$ cat config.mk
export PLATFORM = sky130hd
export DESIGN_NAME = tmr8_channel
export DESIGN_NICKNAME = d
export VERILOG_FILES = /design/src/rtl/tmr8_channel.sv
export SDC_FILE = /design/constraint.sdc
export NUM_CORES = 1
export LEC_CHECK = 0
export ABC_AREA = 1
export BUFFER_PORTS_ARGS = -buffer_cell sky130_fd_sc_hd__buf_4
export CAP_MARGIN = 0
export CORE_AREA = 2 2 64 66
export DETAILED_ROUTE_END_ITERATION = 12
export DIE_AREA = 0 0 66 68
export PLACE_DENSITY_LB_ADDON = 0.1
export SLEW_MARGIN = 20
export SYNTH_ARGS = -nofsm -noshare
export SYNTH_HDL_FRONTEND = slang
export SYNTH_SLANG_ARGS = --single-unit
$ cat constraint.sdc
create_clock -name clk -period 5.1 [get_ports clk]
set_clock_uncertainty 0.2 [all_clocks]
set_input_delay 0 -clock clk [delete_from_list [all_inputs] [get_ports clk]]
set_output_delay 0 -clock clk [all_outputs]
set_load 0.02 [all_outputs]
$ cat src/rtl/tmr8_channel.sv
module tmr8_channel #(
  parameter int W = 8
) (
  input  logic         clk,
  input  logic         rst_n,
  input  logic         run,
  input  logic [1:0]   clk_sel,
  input  logic         ext_div_en,
  input  logic [1:0]   mode,
  input  logic         count_down,
  input  logic         tick_a,
  input  logic         tick_b,
  input  logic         tick_c,
  input  logic         ext_pin,
  input  logic         cap_evt,
  input  logic         wr_en,
  input  logic [W-1:0] wr_data,
  output logic [W-1:0] rd_data,
  output logic         match
);
  localparam logic [1:0] SRC_PIN  = 2'b00;
  localparam logic [1:0] MODE_CNT = 2'b00;

  logic [W-1:0] cnt_q, cmp_q, cap_q, cnt_nxt;
  logic [1:0]   sel_q;
  logic [2:0]   pin_sy;
  logic         div_q, div_ph, pend_q, match_q;
  logic         sel_ext, ext_rise, ext_evt, int_tick, step, ctr_wr, hit;

  assign sel_ext  = (sel_q == SRC_PIN);
  assign ext_rise = pin_sy[1] & ~pin_sy[2];
  assign ext_evt  = ext_rise & (~div_q | div_ph);
  assign int_tick = (sel_q == 2'b01) ? tick_a : (sel_q == 2'b10) ? tick_b : tick_c;
  assign step     = run & (sel_ext ? ext_evt : int_tick);
  assign ctr_wr   = wr_en & (mode == MODE_CNT);
  assign cnt_nxt  = count_down ? ((cnt_q == '0) ? cmp_q : cnt_q - 1'b1) : cnt_q + 1'b1;
  assign hit      = count_down ? (cnt_nxt == '0) : (cnt_nxt == cmp_q);
  assign rd_data  = mode[0] ? cap_q : cnt_q;
  assign match    = match_q;

  always_ff @(posedge clk) begin
    if (!rst_n) begin
      pin_sy  <= '0;
      sel_q   <= SRC_PIN;
      div_q   <= 1'b0;
      div_ph  <= 1'b0;
      cmp_q   <= '0;
      cnt_q   <= '0;
      cap_q   <= '0;
      pend_q  <= 1'b0;
      match_q <= 1'b0;
    end else begin
      pin_sy  <= {pin_sy[1:0], ext_pin};
      match_q <= 1'b0;
      if (!run) sel_q <= clk_sel;
      if (!run || !sel_ext) div_q <= ext_div_en;
      if (!run) div_ph <= 1'b0;
      else if (sel_ext && div_q && ext_rise) div_ph <= ~div_ph;
      if (wr_en) cmp_q <= wr_data;
      if (cap_evt && mode[0]) cap_q <= cnt_q;
      if (ctr_wr && !sel_ext) begin
        cnt_q <= count_down ? wr_data : '0;
      end else if (step) begin
        if (pend_q) begin
          cnt_q  <= count_down ? cmp_q : '0;
          pend_q <= 1'b0;
        end else begin
          cnt_q   <= cnt_nxt;
          match_q <= hit;
        end
      end
      if (ctr_wr && sel_ext) pend_q <= 1'b1;
    end
  end
endmodule


* Word level (Yosys, flattened, before mapping) *
Cells that the tools add are included.

word-level totals
  register bits after elaboration = 33

operators by class
  add/subtract/negate cells = 2
  equal/unequal tests = 4
  muxes and demuxes = 15
  bitwise logic cells = 10
  reduce and logical (&&, ||, !) cells = 17

operator list
  operator             number
  $mux 8               8
  $logic_not 8->1      2
  $add 8x1->8 const B  1
  $eq 8x8->1           1
  $sub 8x1->8 const B  1
  $mux 1               7
  $logic_and 1x1->1    5
  $not 1->1            5
  $and 1x1->1          4
  $logic_not 2->1      2
  $reduce_and 2->1     2
  $reduce_bool 2->1    2
  $reduce_or 4->1      1
  $eq 2x1->1 const B   1
  $eq 2x2->1 const B   1
  $logic_not 1->1      2
  $ne 2x1->1 const B   1
  $logic_or 1x1->1     1
  $or 1x1->1           1

* Logic depth before layout (Yosys ltp) *
Gate-level depths: netlist (run 1).

  word-level depth = 8
  mapped depth = 14
  mapped depth without buffers = 14

* Worst setup path after synthesis (run 1) *
Ideal clock, no wire load.

  path type = reg-to-reg
  start point = reg cnt_q[0]
  end point = reg match_q (netlist: match)
  setup time = 0.066 ns
  arrival = 1.567 ns
  required time = 4.834 ns
  slack = 3.267 ns
  cell stages (with the launch flop) = 14
  path buffers = 0
  clock period less this slack = 1.833 ns
  cell sequence = dfxtp_1 -> inv_1 -> ha_1 -> nand2_1 -> inv_2 -> nand2_8 -> nand3_1 -> nand2_2 -> nand2_2 -> nand2_1 -> nand3_1 -> nor2_1 -> nand3_1 -> a21oi_2

between the ends
  word-level cells in the longest chain between the ends = 5

ends and longest elaborated chain
  element                                         RTL line  source
  start: declaration                              24        logic [W-1:0] cnt_q, cmp_q, cap_q, cnt_nxt;
  start signal: assignment                        62        cnt_q <= count_down ? wr_data : '0;
  start signal: assignment                        65        cnt_q <= count_down ? cmp_q : '0;
  start signal: assignment                        68        cnt_q <= cnt_nxt;
  $sub 8x1->8 or $logic_not 8->1 (tied branches)  36        assign cnt_nxt = count_down ? ((cnt_q == '0) ? cmp_q : cnt_q - 1'b1) : cnt_q + 1'b1;
  $mux 8                                          36
  $mux 8 *                                        36
  $eq 8x8->1 or $logic_not 8->1 (tied branches)   37        assign hit = count_down ? (cnt_nxt == '0) : (cnt_nxt == cmp_q);
  $mux 1 *                                        37
  end signal: assignment                          69        match_q <= hit;
  end: declaration                                27        logic div_q, div_ph, pend_q, match_q;

Every way passes the cells marked *; elsewhere a longest branch is shown, timed or not.
A chain may end at the register's enable or synchronous reset.

* Final worst setup path (run 1) *
  start point = reg sel_q[1]
  end point = reg cnt_q[0]

between the ends
  word-level cells in the longest chain between the ends = 6

ends and longest elaborated chain
  element                      RTL line  source
  start: declaration           25        logic [1:0] sel_q;
  start signal: assignment     55        if (!run) sel_q <= clk_sel;
  $eq 2x2->1                   33        assign int_tick = (sel_q == 2'b01) ? tick_a : (sel_q == 2'b10) ? tick_b : tick_c;
  $mux 1 (2 in a row)          33
  $mux 1                       34        assign step = run & (sel_ext ? ext_evt : int_tick);
  $and 1x1->1                  34
  $reduce_bool 2->1 (no line)  n/a

Parallel ways exist; a longest one is shown, timed or not.

==> run summary, run 1 <==
simple-gate share of the synthesized area -> 0.351
Int Pwr -> 508 uW
Max Buffers Root-to-Sink -> 2
critical-path cell list -> nor2_2, inv_1, o2111ai_1, nand2_1, o21ai_0, a31oi_1, dlygate4sd3_1
largest net degree at the start of global routing -> 32
post-synthesis async set-or-reset flop share -> 0
Netlist Area Pre-Place -> 2200 um^2
first-pass GRT wire length -> 9710 um
sequential area share after synthesis -> 0.301
FP Rows -> 23
drt total wl -> 5920 um
CTS sink cnt -> 33
TritonRoute pass-1 iters -> 5
root buffer cell -> clkbuf_8
crit path kind -> reg -> reg
Post-CTS Setup Inserts -> 0
r2r setup slk -> 2.51 ns
post-synth top area share -> 0.301
switching power -> 297 uW
crit path time final -> 2.59 ns
total gr overflow -> 0
largest cells by area after synthesis -> dfxtp_1 30%, nand2_1 15%, o21ai_0 9.6%
Hold Startpoint -> wr_en
clock transition at the registers of the reported paths -> 0.07 ns
Gate Count Post-Synth -> 332
post-synth cell types -> 37
pwr dens -> 295 nW/um^2
Setup crit start kind -> flip-flop
Compound-Gate Fraction of Synth Area -> 0.213
CP arrival -> 2.56 ns
Rel. slew slack -> 0.652
Post-DRT Antenna Nets -> 0
final setup vio count -> 0
R2R depth -> 7
f_max -> 386 MHz
CTS tree -> built
measured slew at the worst slew-check pin -> 0.521 ns
num ports -> 32
hold path cells -> 3
sequential share of power -> 0.375
vias in the first global route -> 2101
Net Count, Synth -> 358
detailed placer's ending HPWL -> 4090 um
Static Leak -> 1.25 nW
EDFF count, synth -> 0
RD Place Congestion -> 0.996
Critical Path Max Stage Delay -> 0.58 ns
synthesis-to-layout area growth -> 24.0%
Worst path top cell family by delay -> buffers and inverters
Avg WL per Cell -> 13.8 um
largest family of logic cells by synthesized area -> simple AND/OR/NAND/NOR gates
Synth Register Bits -> 33
Min-Delay Endpoint -> cmp_q[0]
CORE AREA -> 3860 um^2
CP required -> 5.07 ns
Worst setup EP type -> flip-flop
status -> finished clean
Port-buffer cells -> 31
vias per cell -> 5.53
worst hold margin -> 0.0265 ns
Hold/Removal Path Class -> in -> reg
post-synthesis mux area share -> 0
top_reg_cell synth -> dfxtp_1
Die Span X -> 66 um
diode count -> 0
Crit. Startpoint -> sel_q[1]
worst r2r src -> sel_q[1]
period utilization -> 0.508
XOR/XNOR share of the synthesized area -> 0
Final Max Slew Viols -> 0
largest area contributor in the netlist -> dfxtp_1
Total Routing Usage GR -> 0.283
share of post-route cells with drive strength above 1 -> 0.168
syn_area_per_cell -> 6.62 um^2
Max IR drop VDD -> 0.244 mV
CP max FO -> 16
Residual DRC -> 0
Crit-path slowest cell -> dlygate4sd3_1
RSZ-0062 raised after global routing -> false
R2R Path End -> cnt_q[0]
initial antenna violation count -> 0
DR iter-0 viols -> 212
Inserted Clock Buffers -> 5
clock share of power -> 0.274
Comb power frac -> 0.352
Hold Vio Cnt, Final -> 0
clk_lat worst skew -> 0.29 ns
worst path bufs/invs -> 2
H-tree depth reported by CTS -> 2
Net Sw Frac -> 0.369
starting density of the core -> 0.570
Post-Synth Adder-Cell Area -> 0.0171
Pwr Total -> 805 uW
nets -> 405
yosys warns -> 0
max-cap violation count -> 0
die area -> 4490 um^2
Die Span Y -> 68 um
Via Count -> 2376
setup TNS -> 0 ns
[power by group through the flow]
stage / combinational, mW / clock, mW / sequential, mW
floorplan: 0.213 / 0 / 0.294
finish: 0.283 / 0.220 / 0.301
CTS: 0.279 / 0.223 / 0.301
detailed placement: 0.262 / 0 / 0.306
global route: 0.317 / 0.233 / 0.304
global placement: 0.260 / 0 / 0.306
[worst min-delay path, cell delays in order]
cell and delay (ns):
buf_4 0.08, inv_1 0.20, a21oi_1 0.18
[layer usage]
metal	track usage	vias to the layer above	wire, um
met4	0.0689	0	70
met1	0.376	1080	2720
met5	0	-	0
li1	-	1200	-
met3	0.0493	12	291
met2	0.481	84	2830
[synth_stat cells (2+ instances only)]
library cell	number
nand2_1	86
o21ai_0	42
inv_1	36
dfxtp_1	33
a21oi_1	25
nand3_1	25
nor2_1	16
nand4_1	8
clkbuf_1	6
a41oi_1	5
buf_6	4
nand2_2	4
nand3_2	4
nor2_2	4
a31oi_1	3
ha_1	3
buf_2	2
inv_2	2
nor2_4	2
nor2_8	2
o211ai_1	2
o21ai_1	2
o22ai_1	2
[registers in the layout (all words and copies together) (netlist names)]
name and flops:
sel_q 2, cmp_q 8, match 1, div_q 1
cap_q 8, pin_sy 3, cnt_q 8, pend_q 1
div_ph 1
[layout by cell type (no fill, tap or decap)]
master / Yosys / routed
nand2_1: 86 / 86
o21ai_0: 42 / 42
inv_1: 36 / 36
dfxtp_1: 33 / 33
buf_4: 1 / 31
a21oi_1: 25 / 25
nand3_1: 25 / 25
dlygate4sd3_1: 0 / 23
nor2_1: 16 / 16
nand4_1: 8 / 8
clkbuf_8: 1 / 7
a41oi_1: 5 / 5
nand3_2: 4 / 4
nor2_2: 4 / 4
nand2_2: 4 / 4
a31oi_1: 3 / 3
ha_1: 3 / 3
inv_2: 2 / 2
nor2_4: 2 / 2
nor2_8: 2 / 2
o22ai_1: 2 / 2
o211ai_1: 2 / 2
o21ai_1: 2 / 2
inv_6: 1 / 1
nand2_4: 1 / 1
clkinv_4: 1 / 1
nand2_8: 1 / 1
nor3_2: 1 / 1
o2111ai_1: 1 / 1
a211oi_1: 1 / 1
or2_2: 1 / 1
nand3b_1: 1 / 1
and2_1: 1 / 1
a21oi_2: 1 / 1
a22oi_1: 1 / 1
clkinv_2: 0 / 1
[worst max-delay path by stage]
stage,end,slack [ns],cells after the start
after global routing,cnt_q[0],2.29,7
after floorplan,match,3.27,13
final,cnt_q[0],2.51,7
after detailed placement,cnt_q[3],2.97,6
after CTS,cnt_q[0],2.53,7
after global placement,cnt_q[3],2.96,6
[final cells by class]
class                   instances  area, um^2
multi-input cells             245        1280
fillers                       332        1130
flip-flops and latches         33         661
repair buffers                 54         463
inverters                      40         160
clock buffers                   7        96.3
well taps                      50        62.6
clock inverters                 1        5.00
[cells by family (layout without fill, tap and decap cells)]
family | count (synthesis) | in the layout
AO/OA/AOI/OAI | 85 | 85
flip-flops | 33 | 33
adder cells (fa/ha/maj) | 3 | 3
AND/OR/NAND/NOR | 157 | 157
buffers and inverters | 54 | 102
[per-stage QoR]
stage	instance area [um^2]	util	instances	setup slack [ns]
CTS	2730	0.707	430	2.53
detailed placement	2390	0.621	399	2.97
floorplan	2200	-	332	3.27
global route	2730	0.707	430	2.29
finish	2730	0.707	430	2.51
global placement	2390	0.621	399	2.96
[what timing repair did]
| action | CTS | global route |
|---|---|---|
| hold buffers | 23 | 0 |
| endpoints found under the hold margin | 33 | 0 |
| resized for setup | 0 | 0 |
(Power assumes the default switching activity.)
==> run 2, diff against run 1 <==
--- a/config.mk
+++ b/config.mk
@@ -8,9 +8,9 @@
 export ABC_AREA = 1
 export BUFFER_PORTS_ARGS = -buffer_cell sky130_fd_sc_hd__buf_4
 export CAP_MARGIN = 0
-export CORE_AREA = 2 2 64 66
+export CORE_AREA = 2 2 66 68
 export DETAILED_ROUTE_END_ITERATION = 12
-export DIE_AREA = 0 0 66 68
+export DIE_AREA = 0 0 68 70
 export PLACE_DENSITY_LB_ADDON = 0.1
 export SLEW_MARGIN = 20
 export SYNTH_ARGS = -nofsm -noshare
==> constraint.sdc (replaced) <==
create_clock -name clk -period 2.5 [get_ports clk]
set_clock_uncertainty 0.2 [all_clocks]
set_input_delay 0 -clock clk [delete_from_list [all_inputs] [get_ports clk]]
set_output_delay 0 -clock clk [all_outputs]
set_load 0.02 [all_outputs]
==> run summary, run 2 (synthesis gave the netlist of run 1 again) <==
RD Place Congestion -> 0.993 (-0.27%)
H-tree depth reported by CTS -> 2 (unchanged)
root buffer cell -> clkbuf_8
vias per cell -> 5.33 (-3.6%)
CORE AREA -> 4140 um^2 (+7.5%)
CTS sink cnt -> 33 (unchanged)
Static Leak -> 1.24 nW (-0.92%)
Max Buffers Root-to-Sink -> 2 (unchanged)
Worst setup EP type -> flip-flop
Residual DRC -> 0 (unchanged)
FP Rows -> 24 (+4.3%)
diode count -> 0 (unchanged)
Crit-path slowest cell -> dfxtp_1
f_max -> 462 MHz (+20%)
drt total wl -> 5810 um (-1.8%)
crit path time final -> 2.17 ns (-0.424 ns)
die area -> 4760 um^2 (+6.1%)
TritonRoute pass-1 iters -> 5 (unchanged)
pwr dens -> 585 nW/um^2 (+98%)
CP max FO -> 8 (-8)
Final Max Slew Viols -> 0 (unchanged)
starting density of the core -> 0.530 (-0.0396)
R2R depth -> 13 (+6)
Hold Startpoint -> wr_en
crit path kind -> reg -> reg
measured slew at the worst slew-check pin -> 0.502 ns (-0.0197 ns)
DP Cell Count -> 403 (+1.0%)
CTS tree -> built
Routed met1 length -> 2620 um (-3.8%)
number of cells on the critical path -> 13 (+6)
Worst path top cell family by delay -> simple AND/OR/NAND/NOR gates
clk_lat worst skew -> 0.28 ns (about the same)
Rel. slew slack -> 0.665 (+0.0132)
setup TNS -> 0 ns (unchanged)
final setup vio count -> 0 (unchanged)
share of post-route cells with drive strength above 1 -> 0.171 (+0.00263)
Hold Vio Cnt, Final -> 0 (unchanged)
num ports -> 32 (unchanged)
first-pass GRT wire length -> 10100 um (+4.3%)
worst path bufs/invs -> 2 (unchanged)
worst hold margin -> 0.00446 ns (-0.0220 ns)
nets -> 405 (unchanged)
vias in the first global route -> 2171 (+3.3%)
Top Layer Used -> met4
Hold/Removal Path Class -> in -> reg
Min-Delay Endpoint -> cmp_q[7]
period utilization -> 0.866 (+0.358)
status -> finished clean
worst r2r src -> cnt_q[0]
Avg WL per Cell -> 13.4 um (-2.2%)
Total Routing Usage GR -> 0.278 (-0.00517)
critical-path cell list -> inv_1, ha_1, nand2_1, inv_2, nand2_8, nand3_1, nand2_1, nand2_1, nand2_1, nand3_1, nor2_1, nand3_1, a21oi_2
Die Span Y -> 70 um (+2.9%)
Port-buffer cells -> 31 (unchanged)
max-cap violation count -> 0 (unchanged)
clock transition at the registers of the reported paths -> 0.07 ns (about the same)
RSZ-0062 raised after global routing -> false
synthesis-to-layout area growth -> 23.1%
Worst path most repeated cell -> nand2_1
R2R Path End -> match
Max IR drop VDD -> 0.486 mV (+99%)
Die Span X -> 68 um (+3.0%)
pre-CTS WS -> 0.389 ns (-2.59 ns)
met2 WL post-DR -> 2810 um (-0.57%)
detailed placer's ending HPWL -> 4200 um (+2.7%)
Inserted Clock Buffers -> 5 (unchanged)
CP required -> 2.52 ns (-2.55 ns)
DR iter-0 viols -> 168 (-21%)
final setup margin -> 0.334 ns (-2.18 ns)
Post-DRT Antenna Nets -> 0 (unchanged)
Layout Cells excl Fill -> 432 (+0.47%)
Post-CTS Setup Inserts -> 0 (unchanged)
Via Count -> 2301 (-3.2%)
largest net degree at the start of global routing -> 32 (unchanged)
total gr overflow -> 0 (unchanged)
commonest cells after routing, fill and taps aside -> 86 x nand2_1, 42 x o21ai_0, 36 x inv_1
leading cell type in the layout, fill and taps excluded -> nand2_1
Critical Path Max Stage Delay -> 0.39 ns (-0.19 ns)
CP arrival -> 2.19 ns (-0.37 ns)
r2r setup slk -> 0.33 ns (-2.18 ns)
initial antenna violation count -> 0 (unchanged)
Largest regs -> cap_q (8), cmp_q (8), cnt_q (8)
hold path cells -> 4 (+1)
met3 WL -> 303 um (+4.1%)
Setup crit start kind -> flip-flop
[run 2: metal layers]
metal | up-vias | global-route usage
met4 | 0 | 0.0978
li1 | 1201 | -
met5 | - | 0
met1 | 1025 | 0.380
met3 | 9 | 0.0564
met2 | 66 | 0.428
[run 2: power by group]
group / internal, mW / switching (mW) / total, mW
registers: 0.564 / 0.0477 / 0.612
clock network: 0.193 / 0.205 / 0.399
logic: 0.221 / 0.351 / 0.572
total: 0.979 / 0.604 / 1.58
[run 2: worst max path at each step]
| stage | from | endpoint |
|---|---|---|
| 2_1_floorplan | cnt_q[0] | match |
| 4_1_cts | cnt_q[0] | match |
| 3_3_place_gp | cnt_q[0] | match |
| 6_report | cnt_q[0] | match |
| 3_5_place_dp | cnt_q[0] | match |
| 5_1_grt | cnt_q[0] | match |
[run 2: layout make-up]
cell class                 count  area [um^2]
clock inverter                 2         10.0
timing repair buffer          54          458
multi-input combinational    245         1280
clock buffer                   6         72.6
tap                           52         65.1
inverter                      40          160
sequential                    33          661
fill                         378         1440
[run 2: what timing repair did]
action / in CTS / in global routing
hold endpoints to repair: 33 / 0
gates resized for setup: 0 / 0
setup endpoints to repair: 0 / 0
hold buffers: 21 / 0
[run 2: worst min-delay path: stages]
cell	delay [ns]
buf_4	0.09
inv_1	0.06
buf_4	0.19
a21oi_1	0.12
[run 2: stage by stage]
stage | util | total power, mW | instance area (um^2)
4_1_cts | 0.652 | 1.58 | 2700
2_1_floorplan | - | 1.03 | 2200
3_3_place_gp | 0.582 | 1.16 | 2410
5_1_grt | 0.652 | 1.70 | 2700
6_report | 0.652 | 1.58 | 2700
3_5_place_dp | 0.582 | 1.16 | 2410
